[src/rtl/acc_cop_pkg.sv]
package acc_cop_pkg;
  localparam logic [6:0] OPC_CUSTOM0 = 7'b0001011;

  typedef enum logic [1:0] {
    SRC_RS1  = 2'd0,
    SRC_HOLD = 2'd1,
    SRC_SUM  = 2'd2,
    SRC_MEM  = 2'd3
  } wrSrc_e;

  typedef struct packed {
    logic   capture;
    logic   accWe;
    wrSrc_e wrSrc;
    logic   rspLoad;
  } ctrlStrobe_t;
endpackage

[src/rtl/acc_cop_ctrl.sv]
module acc_cop_ctrl
  import acc_cop_pkg::*;
(
  input  logic        clk,
  input  logic        rstN,
  input  logic        cmdValid,
  input  logic [31:0] cmdInst,
  input  logic        rspReady,
  input  logic        memReqReady,
  input  logic        memRspValid,
  output logic        cmdReady,
  output logic        rspValid,
  output logic        memReqValid,
  output logic        busy,
  output ctrlStrobe_t strobe
);
  typedef enum logic [1:0] {S_IDLE, S_MEMREQ, S_MEMWAIT, S_RESP} state_e;

  state_e stateQ, stateD;
  logic   xdQ;
  logic   accept, isOp, xdBit;
  logic [6:0] funct;

  assign cmdReady    = (stateQ == S_IDLE);
  assign busy        = (stateQ != S_IDLE);
  assign rspValid    = (stateQ == S_RESP);
  assign memReqValid = (stateQ == S_MEMREQ);
  assign accept      = cmdValid && cmdReady;
  assign isOp        = (cmdInst[6:0] == OPC_CUSTOM0);
  assign xdBit       = cmdInst[14];
  assign funct       = cmdInst[31:25];

  always_comb begin
    stateD         = stateQ;
    strobe         = '0;
    strobe.wrSrc   = SRC_HOLD;
    strobe.capture = accept;
    unique case (stateQ)
      S_IDLE: begin
        if (accept && isOp) begin
          unique case (funct)
            7'd0: begin
              strobe.accWe   = 1'b1;
              strobe.wrSrc   = SRC_RS1;
              strobe.rspLoad = xdBit;
              if (xdBit) stateD = S_RESP;
            end
            7'd1: begin
              strobe.wrSrc   = SRC_HOLD;
              strobe.rspLoad = xdBit;
              if (xdBit) stateD = S_RESP;
            end
            7'd2: stateD = S_MEMREQ;
            7'd3: begin
              strobe.accWe   = 1'b1;
              strobe.wrSrc   = SRC_SUM;
              strobe.rspLoad = xdBit;
              if (xdBit) stateD = S_RESP;
            end
            default: ;
          endcase
        end
      end
      S_MEMREQ: if (memReqReady) stateD = S_MEMWAIT;
      S_MEMWAIT: begin
        if (memRspValid) begin
          strobe.accWe   = 1'b1;
          strobe.wrSrc   = SRC_MEM;
          strobe.rspLoad = xdQ;
          stateD         = xdQ ? S_RESP : S_IDLE;
        end
      end
      S_RESP: if (rspReady) stateD = S_IDLE;
      default: stateD = S_IDLE;
    endcase
  end

  always_ff @(posedge clk) begin
    if (!rstN) begin
      stateQ <= S_IDLE;
      xdQ    <= 1'b0;
    end else begin
      stateQ <= stateD;
      if (accept) xdQ <= xdBit;
    end
  end
endmodule

[src/rtl/acc_cop_dpath.sv]
module acc_cop_dpath
  import acc_cop_pkg::*;
#(
  parameter int DATA_W  = 64,
  parameter int NUM_ACC = 4,
  parameter int RD_W    = 5
) (
  input  logic              clk,
  input  logic              rstN,
  input  ctrlStrobe_t       strobe,
  input  logic [DATA_W-1:0] cmdRs1,
  input  logic [DATA_W-1:0] cmdRs2,
  input  logic [RD_W-1:0]   cmdRd,
  input  logic [DATA_W-1:0] memRspData,
  output logic [DATA_W-1:0] memReqAddr,
  output logic [DATA_W-1:0] rspData,
  output logic [RD_W-1:0]   rspRd
);
  localparam int IDX_W = (NUM_ACC > 1) ? $clog2(NUM_ACC) : 1;

  logic [DATA_W-1:0] accQ [NUM_ACC];
  logic [IDX_W-1:0]  idxQ, selIdx;
  logic [DATA_W-1:0] curVal, newVal, addrQ, rspDataQ;
  logic [RD_W-1:0]   rdQ;

  assign selIdx = strobe.capture ? cmdRs2[IDX_W-1:0] : idxQ;
  assign curVal = accQ[selIdx];

  always_comb begin
    unique case (strobe.wrSrc)
      SRC_RS1:  newVal = cmdRs1;
      SRC_SUM:  newVal = curVal + cmdRs1;
      SRC_MEM:  newVal = memRspData;
      default:  newVal = curVal;
    endcase
  end

  for (genvar i = 0; i < NUM_ACC; i++) begin : g_acc
    always_ff @(posedge clk) begin
      if (!rstN)
        accQ[i] <= '0;
      else if (strobe.accWe && (selIdx == IDX_W'(i)))
        accQ[i] <= newVal;
    end
  end

  always_ff @(posedge clk) begin
    if (!rstN) begin
      idxQ     <= '0;
      addrQ    <= '0;
      rdQ      <= '0;
      rspDataQ <= '0;
    end else begin
      if (strobe.capture) begin
        idxQ  <= cmdRs2[IDX_W-1:0];
        addrQ <= cmdRs1;
        rdQ   <= cmdRd;
      end
      if (strobe.rspLoad) rspDataQ <= newVal;
    end
  end

  assign memReqAddr = addrQ;
  assign rspData    = rspDataQ;
  assign rspRd      = rdQ;
endmodule

[src/rtl/acc_cop.sv]
module acc_cop
  import acc_cop_pkg::*;
#(
  parameter int DATA_W  = 64,
  parameter int NUM_ACC = 4
) (
  input  logic              clk,
  input  logic              rstN,
  input  logic              cmdValid,
  output logic              cmdReady,
  input  logic [31:0]       cmdInst,
  input  logic [DATA_W-1:0] cmdRs1,
  input  logic [DATA_W-1:0] cmdRs2,
  output logic              rspValid,
  input  logic              rspReady,
  output logic [4:0]        rspRd,
  output logic [DATA_W-1:0] rspData,
  output logic              memReqValid,
  input  logic              memReqReady,
  output logic [DATA_W-1:0] memReqAddr,
  input  logic              memRspValid,
  input  logic [DATA_W-1:0] memRspData,
  output logic              busy
);
  ctrlStrobe_t strobe;

  acc_cop_ctrl u_ctrl (
    .clk         (clk),
    .rstN        (rstN),
    .cmdValid    (cmdValid),
    .cmdInst     (cmdInst),
    .rspReady    (rspReady),
    .memReqReady (memReqReady),
    .memRspValid (memRspValid),
    .cmdReady    (cmdReady),
    .rspValid    (rspValid),
    .memReqValid (memReqValid),
    .busy        (busy),
    .strobe      (strobe)
  );

  acc_cop_dpath #(.DATA_W(DATA_W), .NUM_ACC(NUM_ACC), .RD_W(5)) u_dpath (
    .clk        (clk),
    .rstN       (rstN),
    .strobe     (strobe),
    .cmdRs1     (cmdRs1),
    .cmdRs2     (cmdRs2),
    .cmdRd      (cmdInst[11:7]),
    .memRspData (memRspData),
    .memReqAddr (memReqAddr),
    .rspData    (rspData),
    .rspRd      (rspRd)
  );
endmodule

[config.mk]
export PLATFORM = sky130hd
export DESIGN_NAME = acc_cop
export DESIGN_NICKNAME = d
export VERILOG_FILES = /design/src/rtl/acc_cop_pkg.sv /design/src/rtl/acc_cop_ctrl.sv /design/src/rtl/acc_cop_dpath.sv /design/src/rtl/acc_cop.sv
export SDC_FILE = /design/constraint.sdc
export NUM_CORES = 1
export LEC_CHECK = 0
export BUFFER_PORTS_ARGS = -buffer_cell sky130_fd_sc_hd__buf_2
export CORE_UTILIZATION = 40
export CTS_CLUSTER_SIZE = 24
export DETAILED_ROUTE_END_ITERATION = 10
export GPL_ROUTABILITY_DRIVEN = 0
export PLACE_DENSITY = 0.66
export SYNTH_ARGS = -nofsm -noshare
export SYNTH_HDL_FRONTEND = slang
export SYNTH_SLANG_ARGS = --single-unit
[constraint.sdc]
create_clock -name clk -period 10.41 [get_ports clk]
set_clock_uncertainty 0.1 [all_clocks]
set_input_delay 0 -clock clk [delete_from_list [all_inputs] [get_ports clk]]
set_output_delay 0 -clock clk [all_outputs]
set_load 0.01 [all_outputs]
==> impl_metrics.toml, run 1 <==
[sta]
timing.fmax_mhz = 132
rsz0062_at_grt = "no"
final-hold-violation-count = 0
finalSetupViolations = 0
period_share_pct = 72.8
period_needed_ps = 7580
relSlewSlack_pct = 26.0
worst_pin_slew_ps = 1110
setup_tns_ps = 0
slew_violations = 0

[clock_tree]
clockBufferDepth = 3
cts_tree = "done"
clockRootBuffer = "clkbuf_16"
h-tree-depth = 2
post-cts-setup-buffer-count = 0
clock_sinks = 394
clkLatencyLatePin_ps = 580
cts_buffers = 42
path_clk_slew_ps = 60

[drt]
via_count = 18600
finalWirelength_um = 72500
post_drt_wl_per_cell_um = 22.4
drtIter0Drc = 2252
highest_layer = "met4"
drcViolationCount = 0
firstDrtPassIters = 5
met2_length_um = 33200
ant_nets = 0
wl_met1_um = 29400
wl_met3_um = 7480
viasPerCell = 5.74

[global_route]
grt_usage_pct = 26.2
grt_max_degree = 88
antenna_found_initial = 0
grt_pass1_vias = 18000
gr-total-overflow = 0
grt_pass1_wl_um = 107000

[run_status]
outcome = "completed"

[yosys]
syn_area_per_cell_um2 = 9.77
synthAdderAreaFrac_pct = 4.44
synth_area_um2 = 21300
synthCells = 2180
synth_seq_cells = 394
synthSimpleGateAreaFrac_pct = 17.3
synth.most_common_cell = "nor2_1"
synthTopCellsByCount = "361 x nor2_1, 295 x nand2_1, 256 x edfxtp_1"
synth_area_leader_cell = "edfxtp_1"
synth_xor_area_share_pct = 2.39
synth_area_leaders = "edfxtp_1 36%, dfxtp_1 13%, mux4_2 6.8%, nor2_1 6.4%, nand2_1 5.2%"
synth_top_area_share_pct = 36.1
synth_edf_count = 256
ys_seq_area_share_pct = 49.1
synth_top_flop_cell = "edfxtp_1"
synthMuxAreaShare_pct = 7.14
ys_warn_count = 0
synth_top_family_by_area = "simple AND/OR/NAND/NOR gates"
synth_nets = 2485
yosysUniqueCellTypes = 74
async_flop_share_pct = 0
synth-compound-area-share_pct = 16.5

[critical_path]
end_kind = "register"
critPathMaxStageDelay_ps = 720
critical_path.max_fanout = 72
startpoint_type = "register"
crit_buf_inv = 2
critPathArrivalTime_ps = 7770
path_cells = "nor2_1 > nand2_2 > buf_4 > nand2_1 > nand2_4 > buf_4 > mux4_2 > ha_1 > nand4_1 > nor4_1 > nand3_1 > o31a_1 > a311oi_2 > a21oi_1 > o21ai_1 > xnor2_1 > o22ai_1 > o21ai_1 > nor2_1"
crit_type = "register to register"
cp_slowest_cell = "buf_4"
crit_required_ps = 10610
critical-path-top-delay-family = "simple AND/OR/NAND/NOR gates"

[floorplanning]
die_y_um = 233
io_pins = 367
fp.coreArea_um2 = 52600
die_w_um = 233
dieArea_um2 = 54200
rows = 84
initial_core_util_pct = 40.5

[place]
dp_hpwl_um = 47900
port_buffers = 292
placed_cell_area_um2 = 23300

[min_path]
hold_class = "primary input to register"

[run]
max_cap_violations = 0

[layout]
synthToLayoutAreaGrowth_pct = 22.2
fin_util_pct = 49.5
final_area_um2 = 26000
drive_gt1_share_pct = 19.1
antenna_cells = 0
layout.nets = 2828

[power]
p_per_area_nw_per_um2 = 153
leakage_nw = 10.6
vdd_ir_drop_max_uv = 84.7
[through the flow]
step	total power, W	setup WS [ps]	hold slack (ps)	cells
floorplan	0.00222	2960	30.3	2180
global placement	0.00240	2950	154	3038
detailed placement	0.00242	2860	171	3038
CTS	0.00398	2840	10.7	3245
global route	0.00411	2300	30.7	3245
finish	0.00398	2830	31.6	3245
[worst reg2reg max path, cell delays in order (launching register included)]
cell,delay [ps]
dfxtp_1,560
nor2_1,150
nand2_2,90
buf_4,720
nand2_1,230
nand2_4,610
buf_4,730
mux4_2,650
ha_1,470
nand4_1,250
nor4_1,640
nand3_1,150
o31a_1,320
a311oi_2,400
a21oi_1,230
o21ai_1,330
xnor2_1,160
o22ai_1,160
o21ai_1,270
nor2_1,90
[worst paths after layout]
check / start / end / slack [ps] / cells after the start
worst min-delay path: memRspData[56] / u_dpath.rspData[56] / 30 / 6
worst max-delay path: u_ctrl.stateQ[0] / u_dpath.accQ[3][52] / 2830 / 19
worst max register to register: u_ctrl.stateQ[0] / u_dpath.accQ[3][52] / 2830 / 19
worst min register to register: u_dpath.memReqAddr[34] / u_dpath.memReqAddr[34] / 360 / 2
[sequential cells by signal, indices dropped and copies added, names as in the netlist]
register	count
u_dpath.rspData	64
u_dpath.rspRd	5
u_ctrl.stateQ	2
u_dpath.accQ	256
u_dpath.memReqAddr	64
u_ctrl.xdQ	1
u_dpath.idxQ	2
[kinds of logic after synthesis]
logic type / after synthesis
flip-flops: 394
AO/OA/AOI/OAI: 558
XOR/XNOR: 58
AND/OR/NAND/NOR: 853
buffers and inverters: 170
multiplexers: 72
adder cells (fa/ha/maj): 75
[area by class of cell]
class,instances,area (µm²)
fill,4819,26500
sequential,394,10500
multi-input combinational,1616,10300
timing repair buffer,446,2940
clock buffer,56,1140
tap,688,861
clock inverter,22,255
inverter,23,86.3
[what timing repair did]
action,4_1_cts,5_1_grt
hold endpoints to repair,226,0
gates resized for setup,0,0
hold buffers,129,0
setup endpoints to repair,0,0
[per-layer routing]
layer,GRT usage (%),up-vias
met2,41.7,933
met5,0,-
met1,34.6,9012
met4,9.99,0
li1,-,8538
met3,6.14,149
[cell usage in the layout, fill, tap and decap left out, types with 64 or more instances in the layout]
master | synthesis | routed
nor2_1 | 361 | 359
nand2_1 | 295 | 291
buf_2 | 24 | 291
edfxtp_1 | 256 | 256
a21oi_1 | 156 | 155
dfxtp_1 | 138 | 138
o21ai_0 | 138 | 134
dlygate4sd3_1 | 0 | 129
a21boi_0 | 75 | 75
ha_1 | 74 | 74
mux4_2 | 64 | 64
[report_power, final]
group	switching, W	internal (W)
clock network	0.000658	0.000883
logic	0.000434	0.000283
registers	0.0000160	0.00171
total	0.00111	0.00287
No activity file was read; power rests on OpenSTA's default activity.
==> run 2, diff against run 1 <==
--- a/config.mk
+++ b/config.mk
@@ -5,6 +5,7 @@
 export SDC_FILE = /design/constraint.sdc
 export NUM_CORES = 1
 export LEC_CHECK = 0
+export ABC_AREA = 1
 export BUFFER_PORTS_ARGS = -buffer_cell sky130_fd_sc_hd__buf_2
 export CORE_UTILIZATION = 40
 export CTS_CLUSTER_SIZE = 24
==> constraint.sdc (replaced) <==
create_clock -name clk -period 7.1 [get_ports clk]
set_clock_uncertainty 0.1 [all_clocks]
set_input_delay 0 -clock clk [delete_from_list [all_inputs] [get_ports clk]]
set_output_delay 0 -clock clk [all_outputs]
set_load 0.01 [all_outputs]
==> impl_metrics.toml, run 2 <==
[sta]
hold_slack_ps = 27.4
finalSetupViolations = 0
slew_violations = 0
setup_tns_ps = 0
worst_pin_slew_ps = 1040
period_needed_ps = 6140
final-hold-violation-count = 0
period_share_pct = 86.5
timing.fmax_mhz = 163
relSlewSlack_pct = 30.3
rsz0062_at_grt = "no"

[clock_tree]
clockBufferDepth = 3
cts_buffers = 44
clock_sinks = 394
cts_tree = "done"
h-tree-depth = 2
clockRootBuffer = "clkbuf_16"
clkLatencyLatePin_ps = 590
path_clk_slew_ps = 60
post-cts-setup-buffer-count = 0

[layout]
final_common_cell = "nand2_1"
largest_reg_flops = 256
final_cell_count_no_fill = 4350
drive_gt1_share_pct = 12.9
synthToLayoutAreaGrowth_pct = 23.2
top_register = "u_dpath.accQ"
layout.nets = 3852
fin_util_pct = 49.8
final_cell_mix = "816 x nand2_1, 513 x nor2_1, 468 x inv_1, 291 x buf_2, 256 x edfxtp_1"
fillers = 5531

[floorplanning]
die_y_um = 243
die_w_um = 243
initial_core_util_pct = 40.4
io_pins = 367
rows = 88
dieArea_um2 = 59100
fp.coreArea_um2 = 57600

[yosys]
synth_top_area_share_pct = 33.0
synthTopCellsByCount = "816 x nand2_1, 513 x nor2_1, 468 x inv_1"
synth_area_leaders = "edfxtp_1 33%, nand2_1 13%, dfxtp_1 12%, nor2_1 8.3%, inv_1 7.5%"
synth.most_common_cell = "nand2_1"
synth_seq_cells = 394
yosysUniqueCellTypes = 54
synth_area_um2 = 23300
syn_area_per_cell_um2 = 7.42
async_flop_share_pct = 0
ys_seq_area_share_pct = 44.9
synth_edf_count = 256
synth_nets = 3441
synth_area_leader_cell = "edfxtp_1"
synth_top_flop_cell = "edfxtp_1"
ys_warn_count = 0
synthCells = 3136

[global_route]
grt.busiest_layer = "met2"
gr-total-overflow = 0
antenna_found_initial = 2
grt_usage_pct = 27.4
grt_pass1_wl_um = 124000
grt_pass1_vias = 21100
use_met1_pct = 37.7
grt_max_degree = 92
grtUsageMet3_pct = 4.59
grt_util_met2_pct = 42.6

[place]
placedCellCount = 4089
dp_hpwl_um = 57500
port_buffers = 292

[critical_path]
end_kind = "register"
startpoint_type = "register"
critical_path.max_fanout = 63
crit_type = "register to register"
critPathArrivalTime_ps = 6500
ff2ff_path_depth = 24
crit_required_ps = 7460

[drt]
firstDrtPassIters = 9
viasPerCell = 5.22
drcViolationCount = 4
drtIter0Drc = 2331
ant_nets = 0
finalWirelength_um = 83000
post_drt_wl_per_cell_um = 19.1
via_count = 22700

[run_status]
violations = "DRC"
outcome = "finished with violations"

[run]
max_cap_violations = 0

[power]
p_clk_share_pct = 21.5
p_comb_share_pct = 53.7
vdd_ir_drop_max_uv = 245
p_per_area_nw_per_um2 = 389
internal_power_w = 0.00595
p_sw_w = 0.00520
sw_frac_of_total_pct = 46.6
p_total_w = 0.0112
leakage_nw = 14.0
power_frac_seq_pct = 24.8

[min_path]
hold_path_depth = 5
hold_class = "primary input to register"
[run 2: timing repair]
action                                 in CTS  in global routing
hold buffers                              177                  0
resized for setup                           0                  0
endpoints found under the hold margin     310                  0
[run 2: worst paths after layout]
kind	endpoint	startpoint	slack, ps
min	u_dpath.idxQ[0]	cmdValid	30
max reg2reg	u_dpath.rspData[60]	u_ctrl.stateQ[0]	960
min reg2reg	u_dpath.memReqAddr[55]	u_dpath.memReqAddr[55]	370
max	u_dpath.rspData[60]	u_ctrl.stateQ[0]	960
[run 2: cell families (layout without fill, tap and decap cells)]
| group | after synthesis | count (layout) | share of synthesized area, % |
|---|---|---|---|
| buffers and inverters | 594 | 1041 | 10.1 |
| flip-flops | 394 | 394 | 44.9 |
| AND/OR/NAND/NOR | 1554 | 1554 | 27.2 |
| XOR/XNOR | 22 | 22 | 0.828 |
| AO/OA/AOI/OAI | 497 | 497 | 12.9 |
| adder cells (fa/ha/maj) | 75 | 75 | 4.06 |
| other | 0 | 2 | 0 |
[run 2: area by class of cell]
type,count,area (µm²),share of cell area (%)
Multi-Input combinational cell,2148,10600,36.9
Sequential cell,394,10500,36.5
Timing Repair Buffer,485,3380,11.8
Inverter,474,1780,6.22
Clock buffer,67,1350,4.72
Tap cell,765,957,3.34
Clock inverter,15,161,0.563
Antenna cell,2,5.00,0.0175
[run 2: power by group through the flow]
stage               logic, W  clock network (W)  registers, W
floorplan            0.00400                  0       0.00287
global placement     0.00567                  0       0.00280
detailed placement   0.00570                  0       0.00281
CTS                  0.00585            0.00242       0.00276
global route         0.00661            0.00251       0.00279
finish               0.00599            0.00239       0.00277
[run 2: metrics by stage]
step | setup slack [ps] | area [µm²]
finish | 961 | 28700
global route | 504 | 28700
CTS | 1090 | 28700
detailed placement | 1540 | 25400
global placement | 1560 | 25400
floorplan | 383 | 23300
[run 2: critical path: stages (launching register included)]
cell	delay [ps]
dfxtp_1	460
nor2_4	80
nand2_2	240
buf_4	480
nand2_1	140
o21ai_2	270
nand2_4	650
o22a_1	440
nand2_1	100
inv_1	50
ha_1	220
fa_1	450
nand3_1	140
nand3_1	190
nand3_1	120
nand3_1	200
nand2_1	130
nand2_1	190
nand2_1	210
nand3_1	100
nand3_1	120
nand2_1	80
nand2_2	130
a21oi_1	80
dlygate4sd3_1	600
[run 2: metal layers]
layer / routed length (µm) / share of wire (%) / vias to the layer above
li1: - / - / 10900
met1: 35300 / 43 / 10500
met2: 36400 / 44 / 1072
met3: 7790 / 9.4 / 209
met4: 3540 / 4.3 / 0
met5: 0 / 0 / -
==> run 3, diff against run 2 <==
--- a/config.mk
+++ b/config.mk
@@ -5,7 +5,6 @@
 export SDC_FILE = /design/constraint.sdc
 export NUM_CORES = 1
 export LEC_CHECK = 0
-export ABC_AREA = 1
 export BUFFER_PORTS_ARGS = -buffer_cell sky130_fd_sc_hd__buf_2
 export CORE_UTILIZATION = 40
 export CTS_CLUSTER_SIZE = 24
@@ -14,4 +13,5 @@
 export PLACE_DENSITY = 0.66
 export SYNTH_ARGS = -nofsm -noshare
 export SYNTH_HDL_FRONTEND = slang
+export SYNTH_HIERARCHICAL = 1
 export SYNTH_SLANG_ARGS = --single-unit
==> impl_metrics.toml, run 3 <==
[yosys]
synthMuxAreaShare_pct = 14.0
synth_top_area_share_pct = 35.7
async_flop_share_pct = 0
synth_nets = 2363
synthSimpleGateAreaFrac_pct = 15.4
synth_top_flop_cell = "edfxtp_1"
ys_warn_count = 6
synth_top_family_by_area = "simple AND/OR/NAND/NOR gates"
synthCells = 2061
synth_area_leaders = "edfxtp_1 36%, dfxtp_1 13%, mux4_2 8.2%, nor2_1 6.2%, mux2i_1 5.7%"
syn_area_per_cell_um2 = 10.4
synth-compound-area-share_pct = 12.5
synth_area_leader_cell = "edfxtp_1"
synth.most_common_cell = "nor2_1"
synth_edf_count = 256
ys_seq_area_share_pct = 48.6
synth_seq_cells = 394
synth_xor_area_share_pct = 1.91
yosysUniqueCellTypes = 80
synth_area_um2 = 21500
synthTopCellsByCount = "354 x nor2_1, 256 x edfxtp_1, 151 x a21oi_1"
synthAdderAreaFrac_pct = 4.22

[global_route]
grt_pass1_wl_um = 103000
grt_usage_pct = 24.9
grt_pass1_vias = 18000
gr-total-overflow = 0
grt_max_degree = 75
antenna_found_initial = 1

[layout]
synthToLayoutAreaGrowth_pct = 23.6
final_area_um2 = 26600
final_common_cell = "nor2_1"
top_register = "u_dpath/accQ"
final_cell_mix = "354 x nor2_1, 292 x buf_2, 256 x edfxtp_1, 150 x a21oi_1, 149 x nand2_1"
multiInputGateArea_um2 = 10500
fillers = 4743
seq_area_um2 = 10500
antenna_cells = 0
fin_util_pct = 50.3
drive_gt1_share_pct = 20.6
layout.nets = 2743
largest_reg_flops = 256

[floorplanning]
io_pins = 367
initial_core_util_pct = 40.7
die_y_um = 234
fp.coreArea_um2 = 52900
rows = 84
dieArea_um2 = 54700
die_w_um = 234

[clock_tree]
clock_sinks = 394
clockBufferDepth = 3
cts_buffers = 44
clkLatencyLatePin_ps = 590
path_clk_slew_ps = 60
cts_tree = "done"
post-cts-setup-buffer-count = 0
clockRootBuffer = "clkbuf_16"
h-tree-depth = 2

[place]
dp_hpwl_um = 46000
placed_cell_area_um2 = 23700
port_buffers = 292

[critical_path]
critical-path-top-delay-family = "compound AO/OA/AOI/OAI gates"
worstSetupPathDepth = 16
critPathMaxStageDelay_ps = 970
crit_buf_inv = 1
critical_path.max_fanout = 33
end_kind = "register"
crit_type = "register to register"
path_cells = "nor2_2 > nand2_1 > inv_4 > mux2_2 > mux4_2 > ha_1 > nand2_2 > o21ai_0 > o2111ai_2 > a21boi_2 > o21ai_0 > a2111oi_0 > nor2_1 > xnor2_1 > o221ai_1 > nor2_1"
cp_slowest_cell = "mux2_2"
ff2ff_path_depth = 16
critPathArrivalTime_ps = 6450
startpoint_type = "register"
crit_required_ps = 7280

[drt]
post_drt_wl_per_cell_um = 21.9
drcViolationCount = 23
drtIter0Drc = 1620
via_count = 18200
viasPerCell = 5.76
ant_nets = 0
finalWirelength_um = 69400
firstDrtPassIters = 9

[sta]
rsz0062_at_grt = "no"
relSlewSlack_pct = 20.3
period_needed_ps = 6260
setup_tns_ps = 0
worst_pin_slew_ps = 1200
timing.fmax_mhz = 160
finalSetupViolations = 0
period_share_pct = 88.2
slew_violations = 0
final-hold-violation-count = 0

[power]
leakage_nw = 11.1
p_per_area_nw_per_um2 = 227
vdd_ir_drop_max_uv = 151

[run_status]
violations = "DRC"
outcome = "finished with violations"

[min_path]
hold_class = "primary input to register"
hold_path_depth = 4

[run]
max_cap_violations = 0
## run 3: cell count changes after synthesis, sizes merged, moves of 18 or more
cell | previous run | this run
mux2i | 0 | 122
nand2 | 863 | 151
o21ai | 214 | 108
nor2b | 0 | 28
clkbuf | 71 | 94
o22a | 54 | 0
nor2 | 518 | 356
and2 | 5 | 27
a21o | 2 | 29
inv | 474 | 53
mux4 | 0 | 78
nor3b | 0 | 18
o221ai | 51 | 6
nand3 | 108 | 39
## run 3: layout make-up
| class | count | share of cell area (%) |
|---|---|---|
| Multi-Input combinational cell | 1481 | 39.3 |
| Clock inverter | 20 | 0.687 |
| Sequential cell | 394 | 39.3 |
| Timing Repair Buffer | 465 | 11.8 |
| Tap cell | 688 | 3.24 |
| Inverter | 55 | 0.791 |
| Clock buffer | 62 | 4.90 |
## run 3: kinds of logic after synthesis
logic type / count (synthesis)
buf+inv: 186
compound gates: 428
flops: 394
simple gates: 730
mux: 204
fa+ha+maj: 72
xor+xnor: 47
## run 3: worst paths after layout
path                       startpoint                   to  slack, ps
setup reg to reg     u_ctrl/stateQ[0]  u_dpath/accQ[0][35]        840
hold / removal         memRspData[51]  u_dpath/accQ[3][51]         70
setup / recovery     u_ctrl/stateQ[0]  u_dpath/accQ[0][35]        840
hold reg to reg   u_dpath/rspData[20]  u_dpath/rspData[20]        360
## run 3: tightest hold or removal path: cells and delay by family
family	cells	cell delay (ps)
multiplexers	1	320
buffers and inverters	2	200
AND/OR/NAND/NOR	1	60
## run 3: report_power, final
group          switching, W  leakage, nW  internal [W]
sequential        0.0000248         3.77       0.00251
clock              0.000968        0.733       0.00139
combinational      0.000666         6.59      0.000464
## run 3: metrics by stage
stage | hold slack (ps) | power (W) | std cells | worst slack, ps
CTS | 34.3 | 0.00606 | 3165 | 933
global placement | 135 | 0.00360 | 2941 | 1120
floorplan | 28.2 | 0.00331 | 2061 | -456
detailed placement | 152 | 0.00363 | 2941 | 938
global route | 68.0 | 0.00626 | 3165 | 577
finish | 67.8 | 0.00602 | 3165 | 837
## run 3: layer usage
metal,part of all wire (%),up-vias,routed length [µm],track usage [%]
met5,0.019,-,13,0
met4,3.1,2,2150,8.40
met3,9.4,137,6530,5.96
met2,47,844,32600,41.0
met1,40,8946,28000,31.9
li1,-,8302,-,-
## run 3: what timing repair did
item | 4_1_cts | 5_1_grt
gates resized for setup | 0 | 0
endpoints found under the hold margin | 368 | 0
hold buffers | 142 | 0
